$ cat src/rtl/lpm_pkg.sv
`timescale 1ns/1ps
package lpm_pkg;

  typedef enum logic [2:0] {
    ST_RUN   = 3'd0,
    ST_SLEEP = 3'd1,
    ST_STOP  = 3'd2,
    ST_STBY  = 3'd3,
    ST_WAKE  = 3'd4,
    ST_BOOT  = 3'd5
  } pm_state_e;

  typedef enum logic [1:0] {
    REG_MAIN = 2'd0,
    REG_LP   = 2'd1,
    REG_OFF  = 2'd2
  } reg_mode_e;

  localparam logic [1:0] RNG_MID = 2'b10;

  // Cycles spent parked in resume or boot before the core clock returns.
  function automatic int unsigned resume_cycles(
      input int unsigned base,
      input int unsigned lp_extra,
      input int unsigned ref_extra,
      input logic        use_lp,
      input logic        use_ref);
    int unsigned total;
    total = base;
    if (use_lp)  total = total + lp_extra;
    if (use_ref) total = total + ref_extra;
    return total;
  endfunction

endpackage

$ cat src/rtl/lpm_countdown.sv
`timescale 1ns/1ps
module lpm_countdown #(
  parameter int CW = 4
) (
  input  logic          clk,
  input  logic          rst_n,
  input  logic          load,
  input  logic [CW-1:0] load_val,
  output logic          busy,
  output logic          done
);
  logic [CW-1:0] cnt;

  always_ff @(posedge clk or negedge rst_n) begin
    if (!rst_n)          cnt <= '0;
    else if (load)       cnt <= load_val;
    else if (cnt != '0)  cnt <= cnt - 1'b1;
  end

  assign busy = (cnt != '0);
  assign done = (cnt == CW'(1));


  countdown_arm_chk: assert property (@(posedge clk) disable iff (!rst_n)
    (load && load_val > CW'(1)) |=> (busy && !done));

endmodule

$ cat src/rtl/lpm_wake_src.sv
`timescale 1ns/1ps
module lpm_wake_src #(
  parameter int NPIN = 3,
  parameter int NEVT = 4
) (
  input  logic            clk,
  input  logic            rst_n,
  input  logic [NPIN-1:0] wk_pin,
  input  logic [NPIN-1:0] wk_pin_en,
  input  logic [NEVT-1:0] evt_line,
  input  logic [NEVT-1:0] evt_mask,
  input  logic            rtc_evt,
  input  logic            ext_rst,
  input  logic            wdg_rst,
  output logic [NPIN-1:0] pin_rise,
  output logic            evt_hit,
  output logic            stby_wake,
  output logic            wake_set
);
  logic [NPIN-1:0] pin_d;

  for (genvar g = 0; g < NPIN; g++) begin : g_pin
    always_ff @(posedge clk or negedge rst_n) begin
      if (!rst_n) pin_d[g] <= 1'b0;
      else        pin_d[g] <= wk_pin[g];
    end
    assign pin_rise[g] = wk_pin[g] & ~pin_d[g] & wk_pin_en[g];
  end

  assign evt_hit   = |(evt_line & evt_mask);
  assign wake_set  = (|pin_rise) | rtc_evt;
  assign stby_wake = wake_set | ext_rst | wdg_rst;

endmodule

$ cat src/rtl/lpm_seq.sv
`timescale 1ns/1ps
module lpm_seq
  import lpm_pkg::*;
#(
  parameter int NPIN    = 3,
  parameter int NEVT    = 4,
  parameter int T_WAKE  = 2,
  parameter int T_REGLP = 3,
  parameter int T_VREF  = 6,
  parameter int T_BOOT  = 5
) (
  input  logic            clk,
  input  logic            rst_n,
  input  logic            wfi_req,
  input  logic            deep_sel,
  input  logic            pdown_sel,
  input  logic            deep_lpreg,
  input  logic            ref_off_lp,
  input  logic            skip_ref_wait,
  input  logic            run_lpreg,
  input  logic            run_lp_en,
  input  logic [1:0]      vcore_rng,
  input  logic            main_reg_rdy,
  input  logic            irq_any,
  input  logic [NEVT-1:0] evt_line,
  input  logic [NEVT-1:0] evt_mask,
  input  logic [NPIN-1:0] wk_pin,
  input  logic [NPIN-1:0] wk_pin_en,
  input  logic            rtc_evt,
  input  logic            ext_rst,
  input  logic            wdg_rst,
  input  logic            wake_flag_clr,
  input  logic            stby_flag_clr,
  output logic [2:0]      pm_state,
  output logic            core_clk_en,
  output logic            osc_en,
  output logic            core_pwr_en,
  output logic [1:0]      reg_mode,
  output logic            vref_rdy,
  output logic            clk_fallback,
  output logic            wake_flag,
  output logic            stby_flag,
  output logic            lpreg_busy
);
  localparam int T_MAX = T_WAKE + T_REGLP + T_VREF + T_BOOT;
  localparam int CW    = $clog2(T_MAX + 1);

  pm_state_e state, nxt;
  reg_mode_e reg_sel;
  logic lp_lat, ulp_lat, fast_lat;
  logic tmr_load, tmr_busy, tmr_done;
  logic [CW-1:0] tmr_val;
  logic ref_load, ref_busy, ref_done, vref_ok;
  logic [NPIN-1:0] pin_rise;
  logic evt_hit, stby_wake, wake_set;
  logic lprun_act, lprun_nxt, run_lp_en_d;
  logic enter_lp, stop_exit, stby_exit, ref_drop;

  lpm_wake_src #(.NPIN(NPIN), .NEVT(NEVT)) u_wake_src (
    .clk(clk), .rst_n(rst_n), .wk_pin(wk_pin), .wk_pin_en(wk_pin_en),
    .evt_line(evt_line), .evt_mask(evt_mask), .rtc_evt(rtc_evt),
    .ext_rst(ext_rst), .wdg_rst(wdg_rst), .pin_rise(pin_rise),
    .evt_hit(evt_hit), .stby_wake(stby_wake), .wake_set(wake_set));

  lpm_countdown #(.CW(CW)) u_resume_tmr (
    .clk(clk), .rst_n(rst_n), .load(tmr_load), .load_val(tmr_val),
    .busy(tmr_busy), .done(tmr_done));

  lpm_countdown #(.CW(CW)) u_ref_tmr (
    .clk(clk), .rst_n(rst_n), .load(ref_load), .load_val(CW'(T_VREF)),
    .busy(ref_busy), .done(ref_done));

  // Mode selection and wake decode
  always_comb begin
    nxt      = state;
    tmr_load = 1'b0;
    tmr_val  = '0;
    ref_load = 1'b0;
    case (state)
      ST_RUN: if (wfi_req) begin
        if (!deep_sel)       nxt = ST_SLEEP;
        else if (!pdown_sel) nxt = ST_STOP;
        else if (!wake_flag) nxt = ST_STBY;
      end
      ST_SLEEP: if (irq_any) begin
        nxt      = ST_WAKE;
        tmr_load = 1'b1;
        tmr_val  = CW'(resume_cycles(T_WAKE, T_REGLP, T_VREF, lp_lat, 1'b0));
      end
      ST_STOP: if (evt_hit) begin
        nxt      = ST_WAKE;
        tmr_load = 1'b1;
        tmr_val  = CW'(resume_cycles(T_WAKE, T_REGLP, T_VREF, lp_lat,
                                     ulp_lat && !fast_lat));
        ref_load = ulp_lat;
      end
      ST_STBY: if (stby_wake) begin
        nxt      = ST_BOOT;
        tmr_load = 1'b1;
        tmr_val  = CW'(resume_cycles(T_BOOT, T_REGLP, T_VREF, 1'b0,
                                     ulp_lat && !fast_lat));
        ref_load = ulp_lat;
      end
      ST_WAKE, ST_BOOT: if (tmr_done) nxt = ST_RUN;
      default: nxt = ST_RUN;
    endcase
  end

  assign enter_lp  = (state == ST_RUN) && (nxt != ST_RUN);
  assign stop_exit = (state == ST_STOP) && (nxt == ST_WAKE);
  assign stby_exit = (state == ST_STBY) && (nxt == ST_BOOT);
  assign ref_drop  = enter_lp && ref_off_lp && (nxt == ST_STOP || nxt == ST_STBY);

  always_ff @(posedge clk or negedge rst_n) begin
    if (!rst_n) begin
      state    <= ST_RUN;
      lp_lat   <= 1'b0;
      ulp_lat  <= 1'b0;
      fast_lat <= 1'b0;
    end else begin
      state <= nxt;
      if (enter_lp) begin
        lp_lat   <= deep_lpreg;
        ulp_lat  <= ref_off_lp;
        fast_lat <= skip_ref_wait;
      end
    end
  end

  always_ff @(posedge clk or negedge rst_n) begin
    if (!rst_n) begin
      vref_ok      <= 1'b1;
      clk_fallback <= 1'b0;
      wake_flag    <= 1'b0;
      stby_flag    <= 1'b0;
    end else begin
      if (ref_drop)      vref_ok <= 1'b0;
      else if (ref_done) vref_ok <= 1'b1;
      if (stop_exit) clk_fallback <= 1'b1;
      if (wake_set)           wake_flag <= 1'b1;
      else if (wake_flag_clr) wake_flag <= 1'b0;
      if (stby_exit)          stby_flag <= 1'b1;
      else if (stby_flag_clr) stby_flag <= 1'b0;
    end
  end

  // Low-power run: ordered entry, reverse exit, handback to main regulator
  always_comb begin
    lprun_nxt = lprun_act;
    if (!run_lp_en)
      lprun_nxt = 1'b0;
    else if (state == ST_RUN && !run_lp_en_d && run_lpreg && vcore_rng == RNG_MID)
      lprun_nxt = 1'b1;
  end

  always_ff @(posedge clk or negedge rst_n) begin
    if (!rst_n) begin
      lprun_act   <= 1'b0;
      run_lp_en_d <= 1'b0;
      lpreg_busy  <= 1'b0;
    end else begin
      lprun_act   <= lprun_nxt;
      run_lp_en_d <= run_lp_en;
      lpreg_busy  <= lprun_nxt | (lpreg_busy & ~main_reg_rdy);
    end
  end

  always_comb begin
    case (state)
      ST_STBY:           reg_sel = REG_OFF;
      ST_SLEEP, ST_STOP: reg_sel = (lp_lat || lprun_act) ? REG_LP : REG_MAIN;
      ST_RUN:            reg_sel = lprun_act ? REG_LP : REG_MAIN;
      default:           reg_sel = REG_MAIN;
    endcase
  end

  assign pm_state    = state;
  assign core_clk_en = (state == ST_RUN);
  assign osc_en      = !(state == ST_STOP || state == ST_STBY);
  assign core_pwr_en = (state != ST_STBY);
  assign reg_mode    = reg_sel;
  assign vref_rdy    = vref_ok;


  stby_guard_chk: assert property (@(posedge clk) disable iff (!rst_n)
    (state == ST_RUN && wfi_req && deep_sel && pdown_sel && wake_flag) |=> (state == ST_RUN));

  stby_flag_src_chk: assert property (@(posedge clk) disable iff (!rst_n)
    $rose(stby_flag) |-> ($past(state) == ST_STBY));

  ref_wait_chk: assert property (@(posedge clk) disable iff (!rst_n)
    (state == ST_RUN && !vref_ok) |-> fast_lat);

  wake_flag_src_chk: assert property (@(posedge clk) disable iff (!rst_n)
    $rose(wake_flag) |-> $past(wake_set));

  fallback_src_chk: assert property (@(posedge clk) disable iff (!rst_n)
    $rose(clk_fallback) |-> ($past(state) == ST_STOP));

  lprun_entry_chk: assert property (@(posedge clk) disable iff (!rst_n)
    $rose(lprun_act) |-> ($past(run_lpreg) && $past(vcore_rng) == RNG_MID));

  lpreg_release_chk: assert property (@(posedge clk) disable iff (!rst_n)
    $fell(lpreg_busy) |-> $past(main_reg_rdy));

endmodule

$ cat config.mk
export PLATFORM = sky130hd
export DESIGN_NAME = lpm_seq
export DESIGN_NICKNAME = d
export VERILOG_FILES = /design/src/rtl/lpm_pkg.sv /design/src/rtl/lpm_countdown.sv /design/src/rtl/lpm_wake_src.sv /design/src/rtl/lpm_seq.sv
export SDC_FILE = /design/constraint.sdc
export NUM_CORES = 1
export LEC_CHECK = 0
export BUFFER_PORTS_ARGS = -buffer_cell sky130_fd_sc_hd__buf_2
export CORE_UTILIZATION = 45
export DETAILED_ROUTE_END_ITERATION = 16
export GPL_ROUTABILITY_DRIVEN = 0
export PLACE_DENSITY_LB_ADDON = 0.3
export RECOVER_POWER = 100
export SLEW_MARGIN = 10
export SYNTH_ARGS = -nofsm -noshare
export SYNTH_HDL_FRONTEND = slang
export SYNTH_HIERARCHICAL = 1
export SYNTH_SLANG_ARGS = --single-unit
$ cat constraint.sdc
create_clock -name clk -period 2.31 [get_ports clk]
set_input_delay 0.231 -clock clk [delete_from_list [all_inputs] [get_ports clk]]
set_output_delay 0.231 -clock clk [all_outputs]
set_load 0.01 [all_outputs]
* Word-level counts from Yosys, hierarchy flattened
Cells that the tools add are included.
** Cells by class
- Shift operators :: 0
- Order comparisons :: 0
- Bitwise logic cells :: 16
- $mul :: 0
- Add/subtract/negate cells :: 3
- Mux-type cells :: 40
- Divide/modulo/power cells :: 0
- Equal/unequal tests :: 13
- Reduce and logical (&&, ||, !) cells :: 28
** Operators by type and width (count)
- $mux W5 :: 8
- $mux W3 :: 10
- $mux W1 :: 15
- $pmux W3 S5 :: 1
- $pmux W5 S3 :: 1
- $eq A3 B2 Y1 const B :: 4
- $eq A3 B3 Y1 const B :: 4
- $eq A5 B1 Y1 const B :: 2
- $reduce_bool A2 Y1 :: 5
- $reduce_bool A5 Y1 :: 2
- $sub A5 B1 Y5 const B :: 2
- $logic_and A1 B1 Y1 :: 9
- $mux W4 :: 2
- $and A1 B1 Y1 :: 7
- $pmux W2 S3 :: 1
- $add A5 B3 Y5 const B :: 1
- $and A4 B4 Y4 :: 1
- $not A1 Y1 :: 4
- $or A1 B1 Y1 :: 4
- $reduce_or A2 Y1 :: 2
- $reduce_or A4 Y1 :: 1
- $eq A3 B1 Y1 const B :: 1
- $logic_not A1 Y1 :: 3
- $logic_not A3 Y1 :: 1
- other kinds (7) :: 9
** Word-level totals
- Register bits :: 26
- Bits in latches :: 0
- Logic and storage cells :: 116
- RAM bits :: 0
- Memories :: 0
- Input bits :: 33
- Bits in read-only memories :: 0
- Output and inout bits :: 13

* Depth between registers and ports, before layout
- Depth in word-level cells :: 14
- Gate-level depth with buffers :: 8
- Depth with buffers taken out :: 7

* Cells and area by module
The synthesis kept the hierarchy.
** Modules (own cells, without submodules)
- lpm_seq :: times used 1, seq. area each 326.6 um2, cells each 77, area an instance 757.0 um2
- lpm_countdown :: times used 2, seq. area each 125.1 um2, cells each 32, area an instance 302.8 um2
- lpm_wake_src :: times used 1, seq. area each 75.1 um2, cells each 15, area an instance 177.7 um2

* Worst setup path after synthesis
OpenSTA, ideal clock, no wires.
- Kind :: register -> register
- Start :: reg state[0], in the netlist pm_state[0]
- End :: reg u_resume_tmr.cnt[2]
- Library setup time :: 0.122 ns
- Buffers on the path :: 2
- Stages on the path, launching flop included :: 8
- Data required time :: 2.188 ns
- Period minus slack after synthesis :: 1.667 ns
- Setup slack :: 0.643 ns
- Arrival time :: 1.544 ns
- Path through :: dfrtp_1 -> buf_6 -> nand2_1 -> or3_4 -> nand2_1 -> clkbuf_1 -> nor2b_1 -> a21oi_1
** On the way
- Cells in the longest elaborated chain, start to end :: 3
- Elaborated cells between the ends (all ways) :: 7
- Classes of those cells :: eq/ne (3); mux (3); reduce/logical (1)
** RTL lines
- from (decl) :: RTL line lpm_seq.sv:48 : pm_state_e state, nxt;
- from (signal assigned) :: RTL line lpm_seq.sv:121 : state <= nxt;
- $eq A3 B2 Y1 / $eq A3 B1 Y1 (equally long branches) :: RTL line lpm_seq.sv:79 : case (state)
- $pmux W1 S3 (*) :: RTL line lpm_seq.sv:79
- net tmr_load :: RTL line lpm_seq.sv:51 : logic tmr_load, tmr_busy, tmr_done;
- $mux W5 / $reduce_bool A2 Y1 (equally long branches)
- to (signal assigned) :: RTL line lpm_countdown.sv:16 : else if (load) cnt <= load_val;
- to (signal assigned) :: RTL line lpm_countdown.sv:17 : else if (cnt != '0) cnt <= cnt - 1'b1;
- to (decl) :: RTL line lpm_countdown.sv:12 : logic [CW-1:0] cnt;
Mark *: on every way through the listed nets, which the timed path passes. The rest lies on a longest branch.
A chain may end at the register's enable or synchronous reset.

* Worst setup path after layout
- Start :: reg u_wake_src.pin_d[0]
- End :: reg u_ref_tmr.cnt[1]
** On the way
- Cells in the longest elaborated chain, start to end :: 10
- Elaborated cells between the ends (all ways) :: 11
- Classes of those cells :: mux (3); bitwise (6); reduce/logical (2)
** RTL lines
- from (decl) :: RTL line lpm_wake_src.sv:20 : logic [NPIN-1:0] pin_d;
- from (signal, indexed assignment) :: RTL line lpm_wake_src.sv:25 : else pin_d[g] <= wk_pin[g];
- $not A1 Y1 (*) :: RTL line lpm_wake_src.sv:27 : assign pin_rise[g] = wk_pin[g] & ~pin_d[g] & wk_pin_en[g];
- $and A1 B1 Y1 (*) (2 in series) :: RTL line lpm_wake_src.sv:27
- $reduce_or A3 Y1 (*) :: RTL line lpm_wake_src.sv:31 : assign wake_set = (|pin_rise) | rtc_evt;
- $or A1 B1 Y1 (*) :: RTL line lpm_wake_src.sv:31
- $or A1 B1 Y1 (*) (2 in series) :: RTL line lpm_wake_src.sv:32 : assign stby_wake = wake_set | ext_rst | wdg_rst;
- net stby_wake :: RTL line lpm_seq.sv:55 : logic evt_hit, stby_wake, wake_set;
- $mux W1 (*) :: RTL line lpm_seq.sv:97 : ST_STBY: if (stby_wake) begin
- $pmux W1 S2 (*) :: RTL line lpm_seq.sv:79
- net ref_load :: RTL line lpm_seq.sv:53 : logic ref_load, ref_busy, ref_done, vref_ok;
- $mux W5 / $reduce_bool A2 Y1 (equally long branches)
- to (signal assigned) :: RTL line lpm_countdown.sv:16
- to (signal assigned) :: RTL line lpm_countdown.sv:17
- to (decl) :: RTL line lpm_countdown.sv:12
Marks and branches as above.

==> metrics.md <==
| Metric | Value |
|---|---|
| Insertion delay of the later-clocked pin in the worst-skew pair | 0.32 ns |
| Overall power of the completed layout | 1.738 mW |
| Detailed-router iteration count before antenna repair | 4 |
| Total of cells resized after clock tree synthesis | 0 |
| Slowest-stage cell, CP | nor2_1 |
| Global-route wire length before repair | 5.078 mm |
| Io pins | 46 |
| Y dimension of the die | 60.29 um |
| Arrival time worst endpoint | 2.10 ns |
| Via count | 1263 |
| H-tree level count | 1 |
| Max-slew headroom | 0.09155 |
| CTS Root Buffer Type | clkbuf_4 |
| CP delay by family, top | simple AND/OR/NAND/NOR gates |
| Synth warn | 6 |
| Remaining global-route overflow | 0 |
| Type of the setup path with the least slack | reg -> reg |
| Die Footprint | 3635 um2 |
| Category of the worst setup path launch point | flip-flop |
| Power density over the cells | 992.1 nW/um2 |
| Worst Path Required | 2.49 ns |
| Layout Nets | 239 |
| Number of failing setup endpoints in the final timing report | 0 |
| GRT Overall Usage | 0.1890 |
| Synth Cell Area | 1529 um2 |
| Core utilization of the finished layout | 0.5600 |
| Type of the worst min-delay path | in -> reg |
| Shortest clock period the worst path allows after layout | 1.925 ns |
| Routed Wire Length | 3.186 mm |
| Clock transition at the registers of the reported paths | 0.13 ns |
| CTS tree | built |
| TritonCTS Sinks | 26 |
| Vias per cell | 5.176 |
| Maximum clock rate | 519.4 MHz |
| Number of buffers created by CTS | 3 |
| Chain of cells forming the critical path | nand3b_1, nand4_1, mux2i_1, nand2b_1, nor2_1, o21ai_0 |
| Placement Rows | 20 |
| Critical path peak fanout | 10 |
| Share of the clock period used by the worst path after layout | 0.8334 |
| Setup tns final | 0 ns |
| Post-CTS Setup Inserts | 0 |
| Number of nets with antenna violations after routing | 0 |
| Number of hold buffers added after cts | 1 |
| Final Hold Vio Count | 0 |
| Synthesized area per cell | 9.993 um2 |
| Width of the die | 60.29 um |
| DR iter-0 viols | 73 |
| Ratio of cells with drive above 1 in the final layout | 0.1950 |
| DP Wirelength | 2.537 mm |
| RSZ-0062 raised after global routing | false |
| Mapped Cells | 153 |
| Result of the run | finished, final reports clean |
| Endpoint kind of the worst setup timing path | flip-flop |
| Std-Cell Core Area | 3128 um2 |
| Biggest cell delay along the critical path | 0.43 ns |
| Cell total after placement | 239 |
| Residual DRC | 0 |
| Number of global-route vias before repair | 1157 |
| Reported leakage power | 0.8102 nW |
| Number of antenna violations at the first check in global routing | 0 |
| Max-cap violation count | 0 |
| Actual transition at the worst max-transition pin | 1.363 ns |
| Count of antenna diodes in the layout | 0 |
| Number of non-filler instances in the completed layout | 244 |
| Peak supply drop | 507.8 uV |
| Largest net degree at the start of global routing | 27 |
| Buffer levels on the longest clock path | 2 |
| Clock skew after layout | 0.006023 ns |
| Initial Utilization | 0.4888 |
| Area growth syn-to-layout | 14.57% |
| Number of pins with negative max-slew slack in the final report | 0 |
| Min Hold Slack | 0.02967 ns |
| Routed wire length per instance | 13.06 um |
| IO Port Bufs | 45 |
| Crit path buffers/inverters | 0 |
## cells in the final DEF, fill, tap and decap left out, types with 2 or more instances in the layout
cell type and n:
nand2b_1 3, nand3_1 2, inv_1 17, mux2_1 3
dfrtp_1 25, conb_1 6, clkbuf_4 3, a22oi_1 2
o31a_1 2, a21oi_1 5, nand2_1 16, xnor2_1 2
nand4_1 3, nor4_1 2, nand3b_1 4, o31ai_1 2
or4b_1 2, clkbuf_1 18, nor4b_1 3, a22o_1 2
ha_1 5, mux2i_1 2, buf_2 28, nor2b_1 4
nor2_1 3, o21ai_0 14
## cell type report
type | count | area [um2]
timing repair buffer | 46 | 214.0
fill | 298 | 1376
tap | 44 | 55.05
inverter | 17 | 63.81
clock buffer | 4 | 26.28
multi-input combinational | 107 | 740.7
sequential | 26 | 651.9
## power by group
part / leakage, nW / switching, mW / total (mW) / internal (mW)
Sequential: 0.317 / 0.195 / 0.808 / 0.612
Clock: 0.0150 / 0.127 / 0.195 / 0.0675
Combinational: 0.478 / 0.376 / 0.735 / 0.359
## worst paths after layout
path	from	slack [ns]	cells past startpoint	end
worst min register to register	clk_fallback	0.48	1	clk_fallback
max in group asynchronous	rst_n	0.78	2	pm_state[2]
worst min-delay path	wk_pin[1]	0.03	1	u_wake_src/pin_d[1]
min in group asynchronous	rst_n	0.73	2	lp_lat
worst max-delay path	u_wake_src/pin_d[0]	0.38	6	u_ref_tmr/cnt[1]
worst max register to register	u_wake_src/pin_d[0]	0.38	6	u_ref_tmr/cnt[1]
## layer usage
metal	up-vias	GRT usage	routed length, um
li1	628	-	-
met1	604	0.2466	1405
met2	27	0.3187	1642
met3	4	0.04113	116
met4	0	0.03987	21
met5	-	0	0
## sequential cells by signal, summed over array words and instances, names as in the netlist, 3 cells and up
signal,flops
u_wake_src/pin_d,3
u_ref_tmr/cnt,5
u_resume_tmr/cnt,5
pm_state,3
## stage by stage
stage | setup slack, ns | instance area [um2]
6_report | 0.3848 | 1752
3_3_place_gp | 0.5424 | 1779
3_5_place_dp | 0.3673 | 1779
5_1_grt | 0.2240 | 1752
4_1_cts | 0.3815 | 1815
2_1_floorplan | 0.6434 | 1544
Power figures use the tool's default switching activity.
